<file path="config.mk">
export PLATFORM = sky130hd
export DESIGN_NAME = edge_level_trigger
export DESIGN_NICKNAME = d
export VERILOG_FILES = /design/src/rtl/trig_pkg.sv /design/src/rtl/trig_history.sv /design/src/rtl/trig_chan_op.sv /design/src/rtl/trig_ctrl.sv /design/src/rtl/edge_level_trigger.sv
export SDC_FILE = /design/constraint.sdc
export NUM_CORES = 1
export LEC_CHECK = 0
export CAP_MARGIN = 25
export CORE_ASPECT_RATIO = 0.6
export CORE_MARGIN = 10
export CORE_UTILIZATION = 55
export CTS_CLUSTER_SIZE = 40
export DETAILED_ROUTE_END_ITERATION = 7
export DONT_BUFFER_PORTS = 1
export GPL_TIMING_DRIVEN = 0
export PLACE_DENSITY_LB_ADDON = 0.1
export SYNTH_ARGS = -nofsm -noshare
export SYNTH_HDL_FRONTEND = slang
export SYNTH_HIERARCHICAL = 1
export SYNTH_SLANG_ARGS = --single-unit
</file>
<file path="constraint.sdc">
create_clock -name clk -period 10.9 [get_ports clk]
set_clock_uncertainty 0.15 [all_clocks]
set_input_delay 3.27 -clock clk [delete_from_list [all_inputs] [get_ports clk]]
set_output_delay 3.27 -clock clk [all_outputs]
set_load 0.005 [all_outputs]
</file>
<file path="src/rtl/trig_pkg.sv">
package trig_pkg;

  typedef enum logic [2:0] {
    OP_HIGH   = 3'd0,
    OP_LOW    = 3'd1,
    OP_RISE   = 3'd2,
    OP_FALL   = 3'd3,
    OP_EDGE   = 3'd4,
    OP_NRISE  = 3'd5,
    OP_NFALL  = 3'd6,
    OP_NEDGE  = 3'd7
  } chan_op_e;

  typedef enum logic [2:0] {
    FN_AND  = 3'd0,
    FN_NAND = 3'd1,
    FN_OR   = 3'd2,
    FN_NOR  = 3'd3,
    FN_XOR  = 3'd4,
    FN_XNOR = 3'd5,
    FN_OFF6 = 3'd6,
    FN_OFF7 = 3'd7
  } comb_fn_e;

  // Operator on one channel: cur/prev bit plus history validity.
  function automatic logic eval_op(input chan_op_e op, input logic cur,
                                   input logic prev, input logic hok);
    logic up, dn;
    up = hok & ~prev & cur;
    dn = hok & prev & ~cur;
    case (op)
      OP_HIGH:  eval_op = cur;
      OP_LOW:   eval_op = ~cur;
      OP_RISE:  eval_op = up;
      OP_FALL:  eval_op = dn;
      OP_EDGE:  eval_op = up | dn;
      OP_NRISE: eval_op = ~up;
      OP_NFALL: eval_op = ~dn;
      default:  eval_op = ~(up | dn);
    endcase
  endfunction

  function automatic logic combine(input comb_fn_e fn, input logic a, input logic b);
    case (fn)
      FN_AND:  combine = a & b;
      FN_NAND: combine = ~(a & b);
      FN_OR:   combine = a | b;
      FN_NOR:  combine = ~(a | b);
      FN_XOR:  combine = a ^ b;
      FN_XNOR: combine = ~(a ^ b);
      default: combine = 1'b0;
    endcase
  endfunction

endpackage

</file>
<file path="src/rtl/trig_history.sv">
module trig_history #(
  parameter int W = 16
) (
  input  logic         clk,
  input  logic         rst_n,
  input  logic [W-1:0] smp_in,
  input  logic         arm,
  input  logic         trig_rst,
  output logic [W-1:0] prev_q,
  output logic         hist_ok
);
  always_ff @(posedge clk or negedge rst_n) begin
    if (!rst_n) begin
      prev_q  <= '0;
      hist_ok <= 1'b0;
    end else begin
      prev_q  <= smp_in;
      hist_ok <= arm & ~trig_rst;
    end
  end
endmodule

</file>
<file path="src/rtl/trig_chan_op.sv">
module trig_chan_op #(
  parameter int W   = 16,
  parameter int CHW = $clog2(W)
) (
  input  logic [W-1:0]   cur,
  input  logic [W-1:0]   prev,
  input  logic           hist_ok,
  input  logic [CHW-1:0] chan,
  input  logic [2:0]     op,
  output logic           res
);
  logic cur_bit, prev_bit;
  assign cur_bit  = cur[chan];
  assign prev_bit = prev[chan];
  assign res = trig_pkg::eval_op(trig_pkg::chan_op_e'(op), cur_bit, prev_bit, hist_ok);
endmodule

</file>
<file path="src/rtl/trig_ctrl.sv">
module trig_ctrl #(
  parameter int CNT_W = 16
) (
  input  logic             clk,
  input  logic             rst_n,
  input  logic             arm,
  input  logic             trig_rst,
  input  logic             hit,
  input  logic             force_trig,
  input  logic [CNT_W-1:0] post_len,
  output logic             fire,
  output logic             trig_pulse,
  output logic             triggered,
  output logic             post_done
);
  logic [CNT_W-1:0] post_cnt;

  assign fire = arm & ~triggered & (hit | force_trig);

  always_ff @(posedge clk or negedge rst_n) begin
    if (!rst_n) begin
      trig_pulse <= 1'b0;
      triggered  <= 1'b0;
      post_done  <= 1'b0;
      post_cnt   <= '0;
    end else if (trig_rst) begin
      trig_pulse <= 1'b0;
      triggered  <= 1'b0;
      post_done  <= 1'b0;
      post_cnt   <= '0;
    end else begin
      trig_pulse <= fire;
      if (fire) begin
        triggered <= 1'b1;
        post_cnt  <= '0;
      end else if (triggered && !post_done) begin
        if (post_cnt == post_len) post_done <= 1'b1;
        else                      post_cnt  <= post_cnt + 1'b1;
      end
    end
  end
endmodule

</file>
<file path="src/rtl/edge_level_trigger.sv">
module edge_level_trigger #(
  parameter int W     = 16,
  parameter int CNT_W = 16,
  localparam int CHW  = $clog2(W),
  localparam int NSLOT = 2
) (
  input  logic             clk,
  input  logic             rst_n,
  input  logic [W-1:0]     smp_in,
  input  logic             cfg_mode,
  input  logic [W-1:0]     cfg_mask,
  input  logic [W-1:0]     cfg_value,
  input  logic [CHW-1:0]   cfg_chan_a,
  input  logic [2:0]       cfg_op_a,
  input  logic [CHW-1:0]   cfg_chan_b,
  input  logic [2:0]       cfg_op_b,
  input  logic [2:0]       cfg_func,
  input  logic [CNT_W-1:0] cfg_post_len,
  input  logic             arm,
  input  logic             trig_rst,
  input  logic             force_trig,
  output logic             trig_pulse,
  output logic             triggered,
  output logic             post_done
);
  logic [W-1:0]   prev_q;
  logic           hist_ok;
  logic [CHW-1:0] slot_chan [NSLOT];
  logic [2:0]     slot_op   [NSLOT];
  logic [NSLOT-1:0] slot_res;
  logic           pat_hit, edge_hit, hit, fire;

  assign slot_chan[0] = cfg_chan_a;
  assign slot_chan[1] = cfg_chan_b;
  assign slot_op[0]   = cfg_op_a;
  assign slot_op[1]   = cfg_op_b;

  trig_history #(.W(W)) u_hist (
    .clk(clk), .rst_n(rst_n), .smp_in(smp_in), .arm(arm),
    .trig_rst(trig_rst), .prev_q(prev_q), .hist_ok(hist_ok)
  );

  for (genvar s = 0; s < NSLOT; s++) begin : g_slot
    trig_chan_op #(.W(W), .CHW(CHW)) u_op (
      .cur(smp_in), .prev(prev_q), .hist_ok(hist_ok),
      .chan(slot_chan[s]), .op(slot_op[s]), .res(slot_res[s])
    );
  end

  assign pat_hit  = ~|((smp_in ^ cfg_value) & cfg_mask);
  assign edge_hit = trig_pkg::combine(trig_pkg::comb_fn_e'(cfg_func), slot_res[0], slot_res[1]);
  assign hit      = cfg_mode ? edge_hit : pat_hit;

  trig_ctrl #(.CNT_W(CNT_W)) u_ctrl (
    .clk(clk), .rst_n(rst_n), .arm(arm), .trig_rst(trig_rst), .hit(hit),
    .force_trig(force_trig), .post_len(cfg_post_len), .fire(fire),
    .trig_pulse(trig_pulse), .triggered(triggered), .post_done(post_done)
  );
endmodule

</file>
==> results of run 1 <==
logic make-up (layout without fill, tap and decap cells):
| kind of cell | after synthesis | in the layout | synth area share |
|---|---|---|---|
| and+or+nand+nor | 91 | 91 | 0.200 |
| AOI/OAI and AO/OA | 53 | 53 | 0.143 |
| DFF | 36 | 36 | 0.333 |
| xor gates and xnor gates | 34 | 34 | 0.110 |
| muxes | 21 | 21 | 0.166 |
| buffers and inverters | 16 | 24 | 0.0356 |
| adders and majority gates | 3 | 3 | 0.0139 |
registers in the layout, indices dropped and copies added (netlist names):
register	count
u_hist/hist_ok	1
u_ctrl/triggered	1
u_hist/prev_q	16
u_ctrl/post_done	1
u_ctrl/trig_pulse	1
u_ctrl/post_cnt	16
power by group through the flow:
stage / sequential (W) / combinational [W] / clock [W]
after global routing: 0.000142 / 0.0000640 / 0.000110
after CTS: 0.000141 / 0.0000578 / 0.000102
after global placement: 0.000144 / 0.0000563 / 0
after floorplan: 0.000143 / 0.0000478 / 0
after detailed placement: 0.000144 / 0.0000576 / 0
final: 0.000141 / 0.0000580 / 0.000101
cell type report:
cell class              count  area, um^2
fillers                   395        1780
multi-input cells         202        1710
flip-flops and latches     36         901
clock buffers               7        86.3
well taps                  63        78.8
plain buffers               9        70.1
inverters                   7        26.3
clock inverters             1        7.51
metrics by stage:
| stage | setup WS [ps] | cell area (um^2) | hold WS (ps) | total power (W) |
|---|---|---|---|---|
| after detailed placement | 3320 | 2790 | 403 | 0.000201 |
| after global routing | 3260 | 2880 | 444 | 0.000315 |
| after floorplan | 3950 | 2710 | 349 | 0.000190 |
| after global placement | 3390 | 2790 | 392 | 0.000200 |
| after CTS | 3600 | 2880 | 406 | 0.000301 |
| final | 3590 | 2880 | 407 | 0.000300 |
worst paths after layout:
kind                                               from                         endpoint  slack, ps
max reg2reg                  u_hist/prev_q[1]$_DFF_PN0_  u_ctrl/post_cnt[12]$_DFFE_PN0P_       6480
min                        u_ctrl/triggered$_DFFE_PN0P_      u_ctrl/trig_pulse$_DFF_PN0_        410
max                                       cfg_chan_a[1]  u_ctrl/post_cnt[12]$_DFFE_PN0P_       3590
min in group asynchronous                         rst_n     u_ctrl/triggered$_DFFE_PN0P_       2520
max in group asynchronous                         rst_n         u_hist/hist_ok$_DFF_PN0_       7990
min reg2reg                u_ctrl/triggered$_DFFE_PN0P_      u_ctrl/trig_pulse$_DFF_PN0_        410
worst reg2reg max path, stage by stage (launching register included):
cell      delay [ps]
dfrtp_1          390
mux4_2           480
a22oi_2          200
nand3_2          160
a211oi_1         260
nor3b_1           80
a211oi_1         270
inv_1             80
ha_1             310
xnor2_1          150
nor2_1            50
nand2_1           50
o21ai_0          190
a21o_1           270
o21ai_2          150
nor2_1            90
or2_2            320
buf_6            160
or2_2            270
o41ai_1          230
cell usage after synthesis, types with 2 or more instances:
cell,n,area (um^2)
a211oi_1,4,30.0
a21oi_1,11,55.1
a22oi_1,10,75.1
a22oi_2,2,25.0
and3_1,5,31.3
buf_2,2,10.0
buf_6,4,45.0
clkbuf_1,2,7.51
dfrtp_1,36,901
ha_1,3,37.5
inv_1,7,26.3
mux2i_1,4,40.0
mux4_1,10,263
mux4_2,6,135
nand2_1,17,63.8
nand2b_1,2,12.5
nand3_1,10,50.1
nand3_2,2,20.0
nand4_1,15,93.8
nor2_1,9,33.8
nor2b_1,5,31.3
nor3b_1,3,22.5
nor4_1,2,12.5
o211ai_1,4,30.0
o211ai_2,2,25.0
o21a_1,2,15.0
o21ai_0,5,25.0
o31a_1,2,17.5
o31ai_1,5,37.5
o32ai_1,2,17.5
or2_2,2,12.5
or3_1,4,25.0
or4_1,7,52.6
or4_4,2,22.5
xnor2_1,18,158
xor2_1,16,140
layout by cell type (no fill, tap or decap), types with 9 or more instances in the layout:
| cell | count |
|---|---|
| a21oi_1 | 11 |
| nand2_1 | 17 |
| xnor2_1 | 18 |
| mux4_1 | 10 |
| a22oi_1 | 10 |
| nand3_1 | 10 |
| xor2_1 | 16 |
| dfrtp_1 | 36 |
| nand4_1 | 15 |
| nor2_1 | 9 |
metal layers:
layer | global-route usage | vias up
met4 | 0.0187 | 0
met1 | 0.244 | 1049
met3 | 0.0731 | 4
li1 | - | 1006
met5 | 0 | -
met2 | 0.255 | 97
==> results.ini, run 1 <==
[cells_and_area]
fin_util = 0.618
syn2layout_area_growth_pct = 6.37
nNetsFinal = 351
diodes = 0
drive_gt1_frac = 0.137
final_cells = 325

[setup_path]
cp_num_cells = 20
crit_slowest_cell = mux4_2
critical_path_arrival_ps = 7340
end_kind = register
path_delay_family = compound AO/OA/AOI/OAI gates
ff2ff_path_depth = 19
cp_cell_sequence = clkbuf_1 -> mux4_2 -> a22oi_1 -> and3_1 -> o211ai_1 -> nor3b_1 -> a211oi_1 -> inv_1 -> ha_1 -> xnor2_1 -> nor2_1 -> nand2_1 -> o21ai_0 -> a21o_1 -> o21ai_2 -> nor2_1 -> or2_2 -> buf_6 -> or2_2 -> o41ai_1
worstPathMaxFanout = 10
crit_required_ps = 10930
critical_path_class = primary input to register
critical-path-max-stage-delay_ps = 410
crit_buf_inv = 3
start_kind = primary input

[run]
cap_violations = 0

[power]
powerDensity_mw_per_mm2 = 104
ir_worst_vdd_v = 0.0000834
power.internal_w = 0.000220
power_frac_clock = 0.337
power_leakage_nw = 1.12
p_seq_frac = 0.470
p_sw_w = 0.0000804
switching_share = 0.268
pwr-share-comb = 0.193

[logic_synthesis]
synthArstFlopShare = 1.00
syn_nets = 344
yosysWarnings = 6
ys_types = 48
yosysSeqAreaShare = 0.333
syn_avg_cell_area_um2 = 10.7
ys_seq_elements = 36
synth_edf_count = 0
ys.flop_type = dfrtp_1
netlist_instances = 254
syn-cell-area_mm2 = 0.00271

[die]
die_h_um = 74.4
die_x_um = 111
dieArea_mm2 = 0.00822
io_pins = 90
start_util = 0.581
core-area_mm2 = 0.00466
num_rows = 19

[routing]
avgRoutedWirePerCell_um = 22.4
route.met2.wl_um = 2990
vias = 2156
drt-met1-wl_um = 3450
route.met3.wl_um = 810
avgViaCountPerCell = 6.63
drtIter0Drc = 209
postRouteWirelength_um = 7280
drc = 0
dr.pass1.iters = 4
routed.top_layer = met4
ant_nets = 0

[clocking]
clk-insertion-delay-late_ps = 280
clock-root-buffer = clkbuf_8
clockBufferDepth = 2
cts_hold_buffers = 0
cts_tree = built
postCtsSetupBuffers = 0
path_clk_slew_ps = 80
cts_sinks = 36
cts_resized = 0
htree_levels = 2
cts_buffers = 5

[placed_design]
placedCellCount = 317
dp_hpwl_um = 5940
io_buffers = 0
place.gp.congestion = 0.868

[min_path]
hold_depth = 1
hp-class = register to register

[global_route]
grt_pass1_vias = 2101
grt_max_degree = 37
grt_overflow_total = 0
antenna_found_initial = 0
grt_pass1_wl_um = 11700
grt_usage = 0.175

[timing]
tightest_slew_ps = 506
fmax_mhz = 137
min_period_ps = 7310
setup_viol = 0
fin_setup_tns_ps = 0
rsz0062_at_grt = no
period_share = 0.671
maxSlewHeadroom = 0.659
drv_slew = 0
hold_viol = 0

[status]
status = completed

Power figures use the tool's default switching activity.
==> run 2: changes to the inputs <==
Settings changed: ABC_AREA from default to 1.
Clock period 10.9 ns to 7 ns, I/O delays scaled along.
==> run 2 against run 1 <==
Sequential cell count is the same. Wire length grew 55%. Sequential power grew 56%. Power grew 77%. Register-to-register slack lost 3200 ps. Critical endpoint is now u_ctrl/post_cnt[9]$_DFFE_PN0P_.
==> results.ini, run 2 <==
[status]
status = completed

[setup_path]
start_kind = primary input
ff2ff_path_depth = 25
cp_cell_sequence = buf_4 -> inv_1 -> nand3_1 -> nand3_1 -> nand3_2 -> nand2_2 -> inv_2 -> nand3_2 -> nand2_1 -> a21oi_1 -> nand3_1 -> ha_1 -> o21ai_1 -> a21oi_1 -> o21ai_0 -> nand2_1 -> nand2_1 -> nand2_1 -> nor2_1 -> nor3_4 -> nor2_2 -> nand3_1 -> nand3_1 -> nand2_1
crit_slowest_cell = nor2_2
startpoint = cfg_chan_a[1]
r2r_end = u_ctrl/post_cnt[9]$_DFFE_PN0P_
critical-path-max-stage-delay_ps = 420
worstPathMaxFanout = 10
crit_required_ps = 7040
cp_num_cells = 24
critical_path_class = primary input to register
end_kind = register
endpoint = u_ctrl/post_cnt[9]$_DFFE_PN0P_
critical_path_arrival_ps = 5620
path_delay_family = simple AND/OR/NAND/NOR gates
rrSetupSlack_ps = 3250
crit_buf_inv = 3
r2r_start = u_hist/prev_q[13]$_DFF_PN0_

[run]
cap_violations = 0

[timing]
maxSlewHeadroom = 0.639
setup_viol = 0
fmax_mhz = 179
rsz0062_at_grt = no
min_period_ps = 5580
hold_viol = 0
fin_setup_tns_ps = 0
drv_slew = 0
tightest_slew_ps = 537
period_share = 0.797

[cells_and_area]
drive_gt1_frac = 0.0849
final_cells = 732
nNetsFinal = 737
diodes = 0
syn2layout_area_growth_pct = 5.89
final_cell_area_mm2 = 0.00382
num-fill-cells = 647
fin_util = 0.612
layout_commonest_cell = nand2_1
final_cell_mix = nand2_1, inv_1, nand3_1
top_regs = u_ctrl/post_cnt x16, u_hist/prev_q x16

[power]
ir_worst_vdd_v = 0.0000671
power_frac_clock = 0.354
p_sw_w = 0.000167
switching_share = 0.315
powerDensity_mw_per_mm2 = 139
power_leakage_nw = 2.17
power_w = 0.000531
power.internal_w = 0.000364
p_seq_frac = 0.415
pwr-share-comb = 0.232

[logic_synthesis]
synthArstFlopShare = 1.00
yosysWarnings = 6
yosys-top-cells-area = dfrtp_1, nand2_1, nand3_1
ys.flop_type = dfrtp_1
syn_nets = 730
syn-cell-area_mm2 = 0.00361
synth_top_area_share = 0.249
yosysMostFrequentCell = nand2_1
yosysSeqAreaShare = 0.249
syn_avg_cell_area_um2 = 5.64
yosys-top-cells-count = nand2_1, inv_1, nand3_1
yosysTopAreaCell = dfrtp_1
synth_edf_count = 0
ys_types = 30
ys_seq_elements = 36
netlist_instances = 640

[clocking]
cts_hold_buffers = 0
clockBufferDepth = 2
htree_levels = 2
clk-insertion-delay-late_ps = 300
cts_buffers = 5
postCtsSetupBuffers = 0
path_clk_slew_ps = 70
clock-root-buffer = clkbuf_8
cts_sinks = 36
cts_resized = 0
cts_tree = built

[placed_design]
dp_hpwl_um = 9030
io_buffers = 0
place.gp.congestion = 0.984
place_area_mm2 = 0.00372
placedCellCount = 724

[die]
io_pins = 90
core-area_mm2 = 0.00625
die_x_um = 125
die_h_um = 82.8
num_rows = 22
start_util = 0.578
dieArea_mm2 = 0.0103

[global_route]
grt_max_degree = 37
grt_overflow_total = 0
grt_pass1_vias = 3584
grt_usage = 0.215
antenna_found_initial = 0
grt_pass1_wl_um = 18100

[routing]
avgViaCountPerCell = 5.43
ant_nets = 0
dr.pass1.iters = 6
avgRoutedWirePerCell_um = 15.4
drtIter0Drc = 447
vias = 3978
drc = 0
postRouteWirelength_um = 11300

[min_path]
hp-class = register to register

## run 2: worst min-delay path, delay by kind of cell (launching register included)
kind	cells	cell delay (ps)
flops	1	390
simple gates	2	140
## run 2: kinds of logic (layout without fill, tap and decap cells)
group,Yosys count,after routing,synth area share
AOI/OAI and AO/OA,19,19,0.0312
xor gates and xnor gates,1,1,0.00243
adders and majority gates,3,3,0.0104
buffers and inverters,127,135,0.152
DFF,36,36,0.249
and+or+nand+nor,454,454,0.554
## run 2: final cells by class
type,count,area (um^2),share of cell area
Multi-Input combinational cell,477,2160,0.565
Sequential cell,36,901,0.236
Inverter,114,438,0.115
Buffer,13,111,0.0291
Tap cell,84,105,0.0275
Clock buffer,6,72.6,0.0190
Clock inverter,2,35.0,0.00916
## run 2: how the worst min path moves through the flow
stage / from / endpoint / slack, ps / cells after the start
floorplan: u_ctrl/post_cnt[15]$_DFFE_PN0P_ / u_ctrl/post_cnt[15]$_DFFE_PN0P_ / 370 / 2
global placement: u_ctrl/post_cnt[15]$_DFFE_PN0P_ / u_ctrl/post_cnt[15]$_DFFE_PN0P_ / 400 / 2
detailed placement: u_ctrl/post_cnt[15]$_DFFE_PN0P_ / u_ctrl/post_cnt[15]$_DFFE_PN0P_ / 400 / 2
CTS: u_ctrl/post_cnt[15]$_DFFE_PN0P_ / u_ctrl/post_cnt[15]$_DFFE_PN0P_ / 420 / 2
global route: u_ctrl/post_cnt[15]$_DFFE_PN0P_ / u_ctrl/post_cnt[15]$_DFFE_PN0P_ / 480 / 2
finish: u_ctrl/post_cnt[15]$_DFFE_PN0P_ / u_ctrl/post_cnt[15]$_DFFE_PN0P_ / 410 / 2
## run 2: per-stage QoR
stage	hold WS [ps]	worst slack, ps
CTS	418	1540
finish	413	1420
detailed placement	398	1230
floorplan	370	2100
global route	480	1120
global placement	395	1310
## run 2: metal layers
layer | global-route usage | wire length [um] | vias up
li1 | - | - | 1992
met1 | 0.307 | 5230 | 1753
met2 | 0.309 | 4430 | 219
met3 | 0.0674 | 1530 | 14
met4 | 0.0428 | 79 | 0
met5 | 0 | 0 | -
## run 2: power groups by stage
stage	sequential [W]	combinational, W	clock, W
floorplan	0.000222	0.0000950	0
global placement	0.000224	0.000118	0
detailed placement	0.000224	0.000121	0
CTS	0.000220	0.000121	0.000193
global route	0.000221	0.000139	0.000202
finish	0.000220	0.000123	0.000188
